$ cat src/rtl/gpx_pkg.sv
package gpx_pkg;

    typedef enum logic [1:0] {
        REG_DIR  = 2'd0,
        REG_OUT  = 2'd1,
        REG_MASK = 2'd2,
        REG_NONE = 2'd3
    } reg_kind_e;

    typedef struct packed {
        logic take;   // load snapshot and clear flags
        logic clear;  // clear flags only
    } evt_t;

    function automatic evt_t decode_evt(input logic ack, input logic done);
        evt_t e;
        e.take  = ack;
        e.clear = done & ~ack;
        return e;
    endfunction

    function automatic int idx_width(input int n);
        return (n > 1) ? $clog2(n) : 1;
    endfunction

endpackage

$ cat src/rtl/gpx_sync.sv
module gpx_sync #(
    parameter int W      = 16,
    parameter int STAGES = 2
) (
    input  logic         clk,
    input  logic         rst,
    input  logic [W-1:0] d,
    output logic [W-1:0] q
);
    logic [W-1:0] stage_q [STAGES];

    generate
        for (genvar s = 0; s < STAGES; s++) begin : g_stage
            if (s == 0) begin : g_first
                always_ff @(posedge clk) begin
                    if (rst) stage_q[s] <= '0;
                    else     stage_q[s] <= d;
                end
            end else begin : g_next
                always_ff @(posedge clk) begin
                    if (rst) stage_q[s] <= '0;
                    else     stage_q[s] <= stage_q[s-1];
                end
            end
        end
    endgenerate

    assign q = stage_q[STAGES-1];
endmodule

$ cat src/rtl/gpx_regs.sv
module gpx_regs
    import gpx_pkg::*;
#(
    parameter int PORT_W    = 8,
    parameter int NUM_PORTS = 2,
    localparam int W        = PORT_W * NUM_PORTS,
    localparam int PIDX_W   = idx_width(NUM_PORTS)
) (
    input  logic              clk,
    input  logic              rst,
    input  logic              wr_en,
    input  logic [1:0]        wr_kind,
    input  logic [PIDX_W-1:0] wr_port,
    input  logic [PORT_W-1:0] wr_data,
    output logic [W-1:0]      dir_q,
    output logic [W-1:0]      out_q,
    output logic [W-1:0]      mask_q
);
    reg_kind_e kind;
    assign kind = reg_kind_e'(wr_kind);

    generate
        for (genvar p = 0; p < NUM_PORTS; p++) begin : g_port
            logic hit;
            assign hit = wr_en && (wr_port == PIDX_W'(p));

            always_ff @(posedge clk) begin
                if (rst) begin
                    dir_q [p*PORT_W +: PORT_W] <= '1;
                    out_q [p*PORT_W +: PORT_W] <= '1;
                    mask_q[p*PORT_W +: PORT_W] <= '1;
                end else if (hit) begin
                    case (kind)
                        REG_DIR:  dir_q [p*PORT_W +: PORT_W] <= wr_data;
                        REG_OUT:  out_q [p*PORT_W +: PORT_W] <= wr_data;
                        REG_MASK: mask_q[p*PORT_W +: PORT_W] <= wr_data;
                        default:  ;
                    endcase
                end
            end
        end
    endgenerate
endmodule

$ cat src/rtl/gpx_detect.sv
module gpx_detect
    import gpx_pkg::*;
#(
    parameter int W = 16
) (
    input  logic         clk,
    input  logic         rst,
    input  evt_t         evt,
    input  logic [W-1:0] sync_val,
    input  logic [W-1:0] dir_val,
    input  logic [W-1:0] mask_val,
    output logic [W-1:0] snap_q,
    output logic         irq_n
);
    logic [W-1:0] flags_q;
    logic [W-1:0] armed;

    // enabled input pins that no longer match the snapshot
    assign armed = (sync_val ^ snap_q) & dir_val & ~mask_val;

    always_ff @(posedge clk) begin
        if (rst) begin
            snap_q  <= '0;
            flags_q <= '0;
        end else begin
            if (evt.take) snap_q <= sync_val;
            if (evt.take || evt.clear) flags_q <= '0;
            else                       flags_q <= flags_q | armed;
        end
    end

    assign irq_n = ~|flags_q;
endmodule

$ cat src/rtl/gpx_drive.sv
module gpx_drive #(
    parameter int                   PORT_W    = 8,
    parameter int                   NUM_PORTS = 2,
    parameter logic [NUM_PORTS-1:0] OD_PORTS  = 2'b10,
    localparam int                  W         = PORT_W * NUM_PORTS
) (
    input  logic [W-1:0] dir_val,
    input  logic [W-1:0] out_val,
    output logic [W-1:0] pin_out,
    output logic [W-1:0] pin_oe
);
    generate
        for (genvar p = 0; p < NUM_PORTS; p++) begin : g_port
            localparam int LO = p * PORT_W;
            if (OD_PORTS[p]) begin : g_od
                assign pin_out[LO +: PORT_W] = '0;
                assign pin_oe [LO +: PORT_W] = ~dir_val[LO +: PORT_W] & ~out_val[LO +: PORT_W];
            end else begin : g_pp
                assign pin_out[LO +: PORT_W] = out_val[LO +: PORT_W];
                assign pin_oe [LO +: PORT_W] = ~dir_val[LO +: PORT_W];
            end
        end
    endgenerate
endmodule

$ cat src/rtl/gpx_core.sv
module gpx_core
    import gpx_pkg::*;
#(
    parameter int                   PORT_W      = 8,
    parameter int                   NUM_PORTS   = 2,
    parameter int                   SYNC_STAGES = 2,
    parameter logic [NUM_PORTS-1:0] OD_PORTS    = 2'b10,
    localparam int                  W           = PORT_W * NUM_PORTS,
    localparam int                  PIDX_W      = idx_width(NUM_PORTS)
) (
    input  logic              clk,
    input  logic              rst,
    input  logic              wr_en,
    input  logic [1:0]        wr_kind,
    input  logic [PIDX_W-1:0] wr_port,
    input  logic [PORT_W-1:0] wr_data,
    input  logic              addr_ack,
    input  logic              read_done,
    input  logic [PIDX_W-1:0] rd_port,
    output logic [PORT_W-1:0] rd_data,
    input  logic [W-1:0]      pins_in,
    output logic [W-1:0]      pin_out,
    output logic [W-1:0]      pin_oe,
    output logic              irq_n
);
    logic [W-1:0] sync_val, dir_q, out_q, mask_q, snap_q;
    evt_t         evt;

    assign evt = decode_evt(addr_ack, read_done);

    gpx_sync #(.W(W), .STAGES(SYNC_STAGES)) sync_i (
        .clk(clk), .rst(rst), .d(pins_in), .q(sync_val)
    );

    gpx_regs #(.PORT_W(PORT_W), .NUM_PORTS(NUM_PORTS)) regs_i (
        .clk(clk), .rst(rst), .wr_en(wr_en), .wr_kind(wr_kind),
        .wr_port(wr_port), .wr_data(wr_data),
        .dir_q(dir_q), .out_q(out_q), .mask_q(mask_q)
    );

    gpx_detect #(.W(W)) detect_i (
        .clk(clk), .rst(rst), .evt(evt), .sync_val(sync_val),
        .dir_val(dir_q), .mask_val(mask_q), .snap_q(snap_q), .irq_n(irq_n)
    );

    gpx_drive #(.PORT_W(PORT_W), .NUM_PORTS(NUM_PORTS), .OD_PORTS(OD_PORTS)) drive_i (
        .dir_val(dir_q), .out_val(out_q), .pin_out(pin_out), .pin_oe(pin_oe)
    );

    assign rd_data = snap_q[rd_port*PORT_W +: PORT_W];
endmodule

$ cat config.mk
export PLATFORM = sky130hd
export DESIGN_NAME = gpx_core
export DESIGN_NICKNAME = d
export VERILOG_FILES = /design/src/rtl/gpx_pkg.sv /design/src/rtl/gpx_sync.sv /design/src/rtl/gpx_regs.sv /design/src/rtl/gpx_detect.sv /design/src/rtl/gpx_drive.sv /design/src/rtl/gpx_core.sv
export SDC_FILE = /design/constraint.sdc
export NUM_CORES = 1
export LEC_CHECK = 0
export BUFFER_PORTS_ARGS = -buffer_cell sky130_fd_sc_hd__buf_2
export CAP_MARGIN = 20
export CORE_UTILIZATION = 52
export DETAILED_ROUTE_END_ITERATION = 6
export PLACE_DENSITY = 0.75
export SLEW_MARGIN = 20
export SYNTH_ARGS = -nofsm -noshare
export SYNTH_HDL_FRONTEND = slang
export SYNTH_SLANG_ARGS = --single-unit
export TNS_END_PERCENT = 10
$ cat constraint.sdc
create_clock -name clk -period 1.46 [get_ports clk]
set_clock_uncertainty 0.2 [all_clocks]
set_input_delay 0.146 -clock clk [delete_from_list [all_inputs] [get_ports clk]]
set_output_delay 0.146 -clock clk [all_outputs]
set_load 0.02 [all_outputs]
== Yosys cells after proc, flatten, opt, wreduce, memory -nomap -nowiden ==
Memories as Yosys holds them, arrays and structs flattened.
Cells that the tools add are included.
Storage, ports and cells
  bits in registers: 80
  word-level logic and storage cells: 44
  output and inout bits: 41
  input bits: 33
  RAM bits: 32
  memories kept: 1
Memory list
  sync_i.stage_q: depth 2, bits a word 16, rd ports 2, clocked after Yosys merged registers in 0, write ports 2, line gpx_sync.sv:10  | logic [W-1:0] stage_q [STAGES];
Operators by class
  multiplexer cells: 5
  shift-type cells: 1
  eq/ne operators: 2
  reductions and logical operators: 13
  bitwise logic cells: 14
Operator list (count)
  $and A16 B16 Y16: 2
  $mux W16: 2
  $not A8 Y8: 3
  $not A16 Y16: 1
  $or A16 B16 Y16: 1
  $reduce_or A16 Y1: 1
  $shiftx A16 B5 Y8: 1
  $xor A16 B16 Y16: 1
  $reduce_and A2 Y1: 6
  $and A8 B8 Y8: 1
  $mux W1: 3
  $eq A2 B1 Y1 const B: 1
  $eq A2 B2 Y1 const B: 1
  $logic_and A1 B1 Y1: 2
  $logic_not A2 Y1: 1
  $not A1 Y1: 2
  $or A1 B1 Y1: 2
  $reduce_or A2 Y1: 1
  $and A1 B1 Y1: 1
  $logic_not A1 Y1: 1
  $logic_or A1 B1 Y1: 1

== Depth between registers and ports, before layout ==
An unclocked memory read counts as a cell.
  word-level depth: 5
  mapped depth: 5
  gate-level depth less buffers: 3

== Hierarchy ==
A second synthesis with hierarchy kept.
Second synthesis, totals
  cells, all modules: 420
  area total of the unflattened synthesis: 4276.6 um^2
Modules (own cells, without submodules)
  gpx_regs: instances 1, cells each 170, area each 1774.2 um^2, seq. area each 960.9 um^2
  gpx_detect: instances 1, cells each 140, area each 1317.5 um^2, seq. area each 640.6 um^2
  gpx_sync: instances 1, cells each 67, area each 863.3 um^2, seq. area each 640.6 um^2
  gpx_drive: instances 1, cells each 33, area each 183.9 um^2, seq. area each 0.0 um^2
  gpx_core: instances 1, cells each 10, area each 137.6 um^2, seq. area each 0.0 um^2

== Worst setup path before layout ==
Ideal clock, no wire load.
  kind: input to register
  start point: input port addr_ack
  end point: register detect_i.flags_q[0]
  stages on the path: 5
  data arrival time: 0.977 ns
  buffers on the path: 3
  data required time: 1.196 ns
  slack: 0.219 ns
  setup time: 0.064 ns
  path through: buf_6 > or3_1 > buf_6 > buf_6 > nor2_1
Between the ends
  longest elaborated chain between the ends: 4
RTL lines
  from (decl): line gpx_core.sv:17  | input logic addr_ack,
  $not A1 Y1: line gpx_pkg.sv:18  | e.clear = done & ~ack;
  $and A1 B1 Y1: line gpx_pkg.sv:18
  $logic_or A1 B1 Y1 (*): line gpx_detect.sv:27  | if (evt.take || evt.clear) flags_q <= '0;
  $reduce_or A2 Y1 (no source line) (*)
  to (signal assigned): line gpx_detect.sv:28  | else flags_q <= flags_q | armed;
  to (decl): line gpx_detect.sv:15  | logic [W-1:0] flags_q;
Mark *: on every way between the ends. The rest lies on a longest branch, timed or not.
A chain may end at the register's enable or synchronous reset.

== Worst setup path in the final report ==
  start point: register detect_i.flags_q[11]
  end point: output port irq_n
Between the ends
  longest elaborated chain between the ends: 2
RTL lines
  $reduce_or A16 Y1: line gpx_detect.sv:32  | assign irq_n = ~|flags_q;
  $logic_not A1 Y1: line gpx_detect.sv:32
  to (decl): line gpx_core.sv:24  | output logic irq_n
No other way between the ends.

==> out/results.txt <==
Final ANT Viol Nets = 0
Cell Area, Synth = 4100 um2
Clk root buf = clkbuf_8
Status = complete, but fails checks
Layout cell share with drive strength beyond 1 = 24.1%
Die Area = 8250 um2
Synth Area in XOR/XNOR = 3.42%
TritonCTS clock tree = yes
Via count = 2994
First-pass GRT wire length = 13.3 mm
Syn avg cell area = 9.68 um2
CTS Sinks = 112
Final Hold Viols = 0
I/O pins = 74
RSZ-0062 raised after global routing = yes
Area Overhead vs Synth = 19.2%
Number of flops mapped to enable cells by yosys = 0
Worst slew margin = 60.2%
Unique masters post-synth = 24
GRT Total Usage = 20.8%
Multiplexer area fraction after synthesis = 6.10%
Initial DRT Pass Iterations = 4
Worst Hold Path EP = regs_i.dir_q[7]$_SDFFE_PP1P_
WL final = 8.49 mm
Routability congestion estimate = 0.782
Ant diodes = 0
Startpoint of the worst hold path = wr_kind[1]
Drt drc = 0
Initial Utilization = 53.4%
HPWL after DPL = 5.60 mm
Main synth FF type = dfxtp_1
Deepest clock path buffer count = 2
Slew at the pin closest to its max-slew limit = 0.595 ns
Pre-CTS setup slack = -0.0236 ns
Final setup margin = -0.293 ns
Final number of max-transition violations = 0
H-tree depth = 3
Setup violators final = 9
FMAX = 571 MHz
Adder-cell share of the synthesized area = 0%
Reg clk slew, reported paths = 0.10 ns
Vias in the first global route = 2807
Seq/Total Area, Yosys = 54.7%
Tmin final = 1.75 ns
DIE HEIGHT = 90.8 um
Gr ovfl total = 0
Critical Path AT = 1.41 ns
Worst Setup End Kind = output pin
Max Cap Violations = 0
Warnings from Yosys = 0
FF-to-FF End = detect_i.flags_q[5]$_SDFF_PP0_
Avg WL per Cell = 14.0 um
Flop-to-flop setup slack = 0.38 ns
RR Startpoint = detect_i.snap_q[5]$_SDFFE_PP0P_
Setup CP Type = flop to output pin
Post-Syn Instances = 424
Register bit total from synthesis = 112
Peak VDD IR = 872 uV
Die W = 90.8 um
Worst r2r path cells = 3
Main combinational cell family by area after synthesis = simple AND/OR/NAND/NOR gates
Hold crit path type = primary input to flop
Simple-gate share of the synthesized area = 18.1%
Skew-Pair Late Insertion Delay = 0.38 ns
Num CTS Buffers = 9
Fin util = 63.6%
Core area = 7690 um2
Synth async-reset ratio = 0%
Row count = 32
Crit-path max FO = 2
WP data required = 1.11 ns
Lkg Pwr = 2.26 nW
CP startpoint kind = flop
Pwr per Cell Area = 1090 nW/um2
Violated checks = setup timing
Post-CTS setup buffers = 0
Largest net degree at the start of global routing = 30
Hold depth = 4
IO buf count = 65
Initial antenna violation count = 0
Final nets = 531
DR iter-0 viols = 208
Via-to-Cell Ratio = 4.95
Compound-Gate Fraction of Synth Area = 8.30%
Tcrit/Tclk final = 120%
## worst max-delay path, stage by stage, from the launching register on
cell	delay (ns)
dfxtp_2	0.35
nor4_4	0.29
and4_1	0.25
buf_4	0.14
## what timing repair did
item,4_1_cts,5_1_grt
pin swaps,2,2
hold buffers,24,0
gates resized for setup,16,19
endpoints found under the hold margin,64,0
endpoints found under the setup margin,9,10
## cells in the final DEF, fill, tap and decap left out, types with 3 or more instances in the layout
master / netlist / layout
buf_4: 18 / 11
dlygate4sd3_1: 0 / 24
clkbuf_8: 0 / 10
dfxtp_2: 0 / 16
dfxtp_1: 112 / 96
buf_2: 3 / 58
conb_1: 1 / 8
inv_1: 24 / 24
buf_6: 7 / 5
nor2_1: 47 / 47
mux2_2: 8 / 4
and4bb_2: 3 / 3
a21oi_1: 48 / 48
a31oi_1: 16 / 16
mux2i_1: 16 / 16
xor2_1: 16 / 16
nor2b_1: 32 / 32
mux2_4: 0 / 4
nor3_1: 48 / 48
## per-layer routing
layer	global-route usage, %	share of wire [%]	up-vias
met5	0	0	-
met2	32.3	45	105
met3	5.47	6.4	15
met1	28.2	47	1334
li1	-	-	1540
met4	6.61	1.9	0
## flip-flops by register name, summed over array words and instances (netlist names)
| signal | cells |
|---|---|
| detect_i.flags_q | 16 |
| detect_i.snap_q | 16 |
| regs_i.dir_q | 16 |
| regs_i.mask_q | 16 |
| regs_i.out_q | 16 |
| sync_i.stage_q | 32 |
## kinds of logic (layout without fill, tap and decap cells)
kind of cell	after synthesis	count (layout)
AO/OA/AOI/OAI	64	64
XOR/XNOR	16	16
buffers and inverters	67	139
flip-flops	112	112
multiplexers	24	24
other	1	8
AND/OR/NAND/NOR	140	140
## Yosys cell counts (3+ instances only)
library cell / count / area share [%]
a21oi_1: 48 / 5.9
xor2_1: 16 / 3.4
mux2i_1: 16 / 3.9
nor3_1: 48 / 5.9
buf_1: 4 / 0.37
inv_1: 24 / 2.2
nor2b_1: 32 / 4.9
and4bb_2: 3 / 0.92
a31oi_1: 16 / 2.4
clkbuf_1: 6 / 0.55
buf_2: 3 / 0.37
nor2_1: 47 / 4.3
buf_6: 7 / 1.9
mux2_2: 8 / 2.2
nor4_1: 4 / 0.61
buf_4: 18 / 3.3
dfxtp_1: 112 / 55
clkbuf_2: 5 / 0.61
## through the flow
stage | power, mW | hold slack (ns) | setup TNS, ns | cell area (um2) | instances
finish | 5.32 | 0.108 | -0.529 | 4890 | 605
global route | 5.52 | 0.140 | -0.795 | 4890 | 605
CTS | 5.36 | 0.0962 | -0.736 | 4830 | 605
detailed placement | 3.61 | 0.163 | -0.0236 | 4380 | 565
global placement | 3.60 | 0.157 | -0.0152 | 4380 | 565
floorplan | 3.51 | 0.0742 | 0 | 4130 | 431
## power breakdown
part | switching, mW | internal (mW)
combinational | 0.230 | 0.193
sequential | 0.0482 | 3.14
clock | 1.03 | 0.684
## layout make-up
type                       instances  area (um2)
clock inverter                     5        40.0
sequential                       112        2260
tap                              102         128
timing repair buffer              99         689
inverter                          24        90.1
fill                             647        2800
clock buffer                      11         141
multi-input combinational        252        1540
## worst max path at each step
stage                                                from                        endpoint  slack, ns
final                     detect_i.flags_q[11]$_SDFF_PP0_                           irq_n      -0.29
after global routing      detect_i.flags_q[11]$_SDFF_PP0_                           irq_n      -0.34
after CTS                  detect_i.flags_q[8]$_SDFF_PP0_                           irq_n      -0.32
after detailed placement  detect_i.flags_q[11]$_SDFF_PP0_                           irq_n      -0.02
after global placement    detect_i.flags_q[11]$_SDFF_PP0_                           irq_n      -0.02
after floorplan                                  addr_ack  detect_i.flags_q[0]$_SDFF_PP0_       0.22
Note: power is estimated with default switching activity, not from simulation.
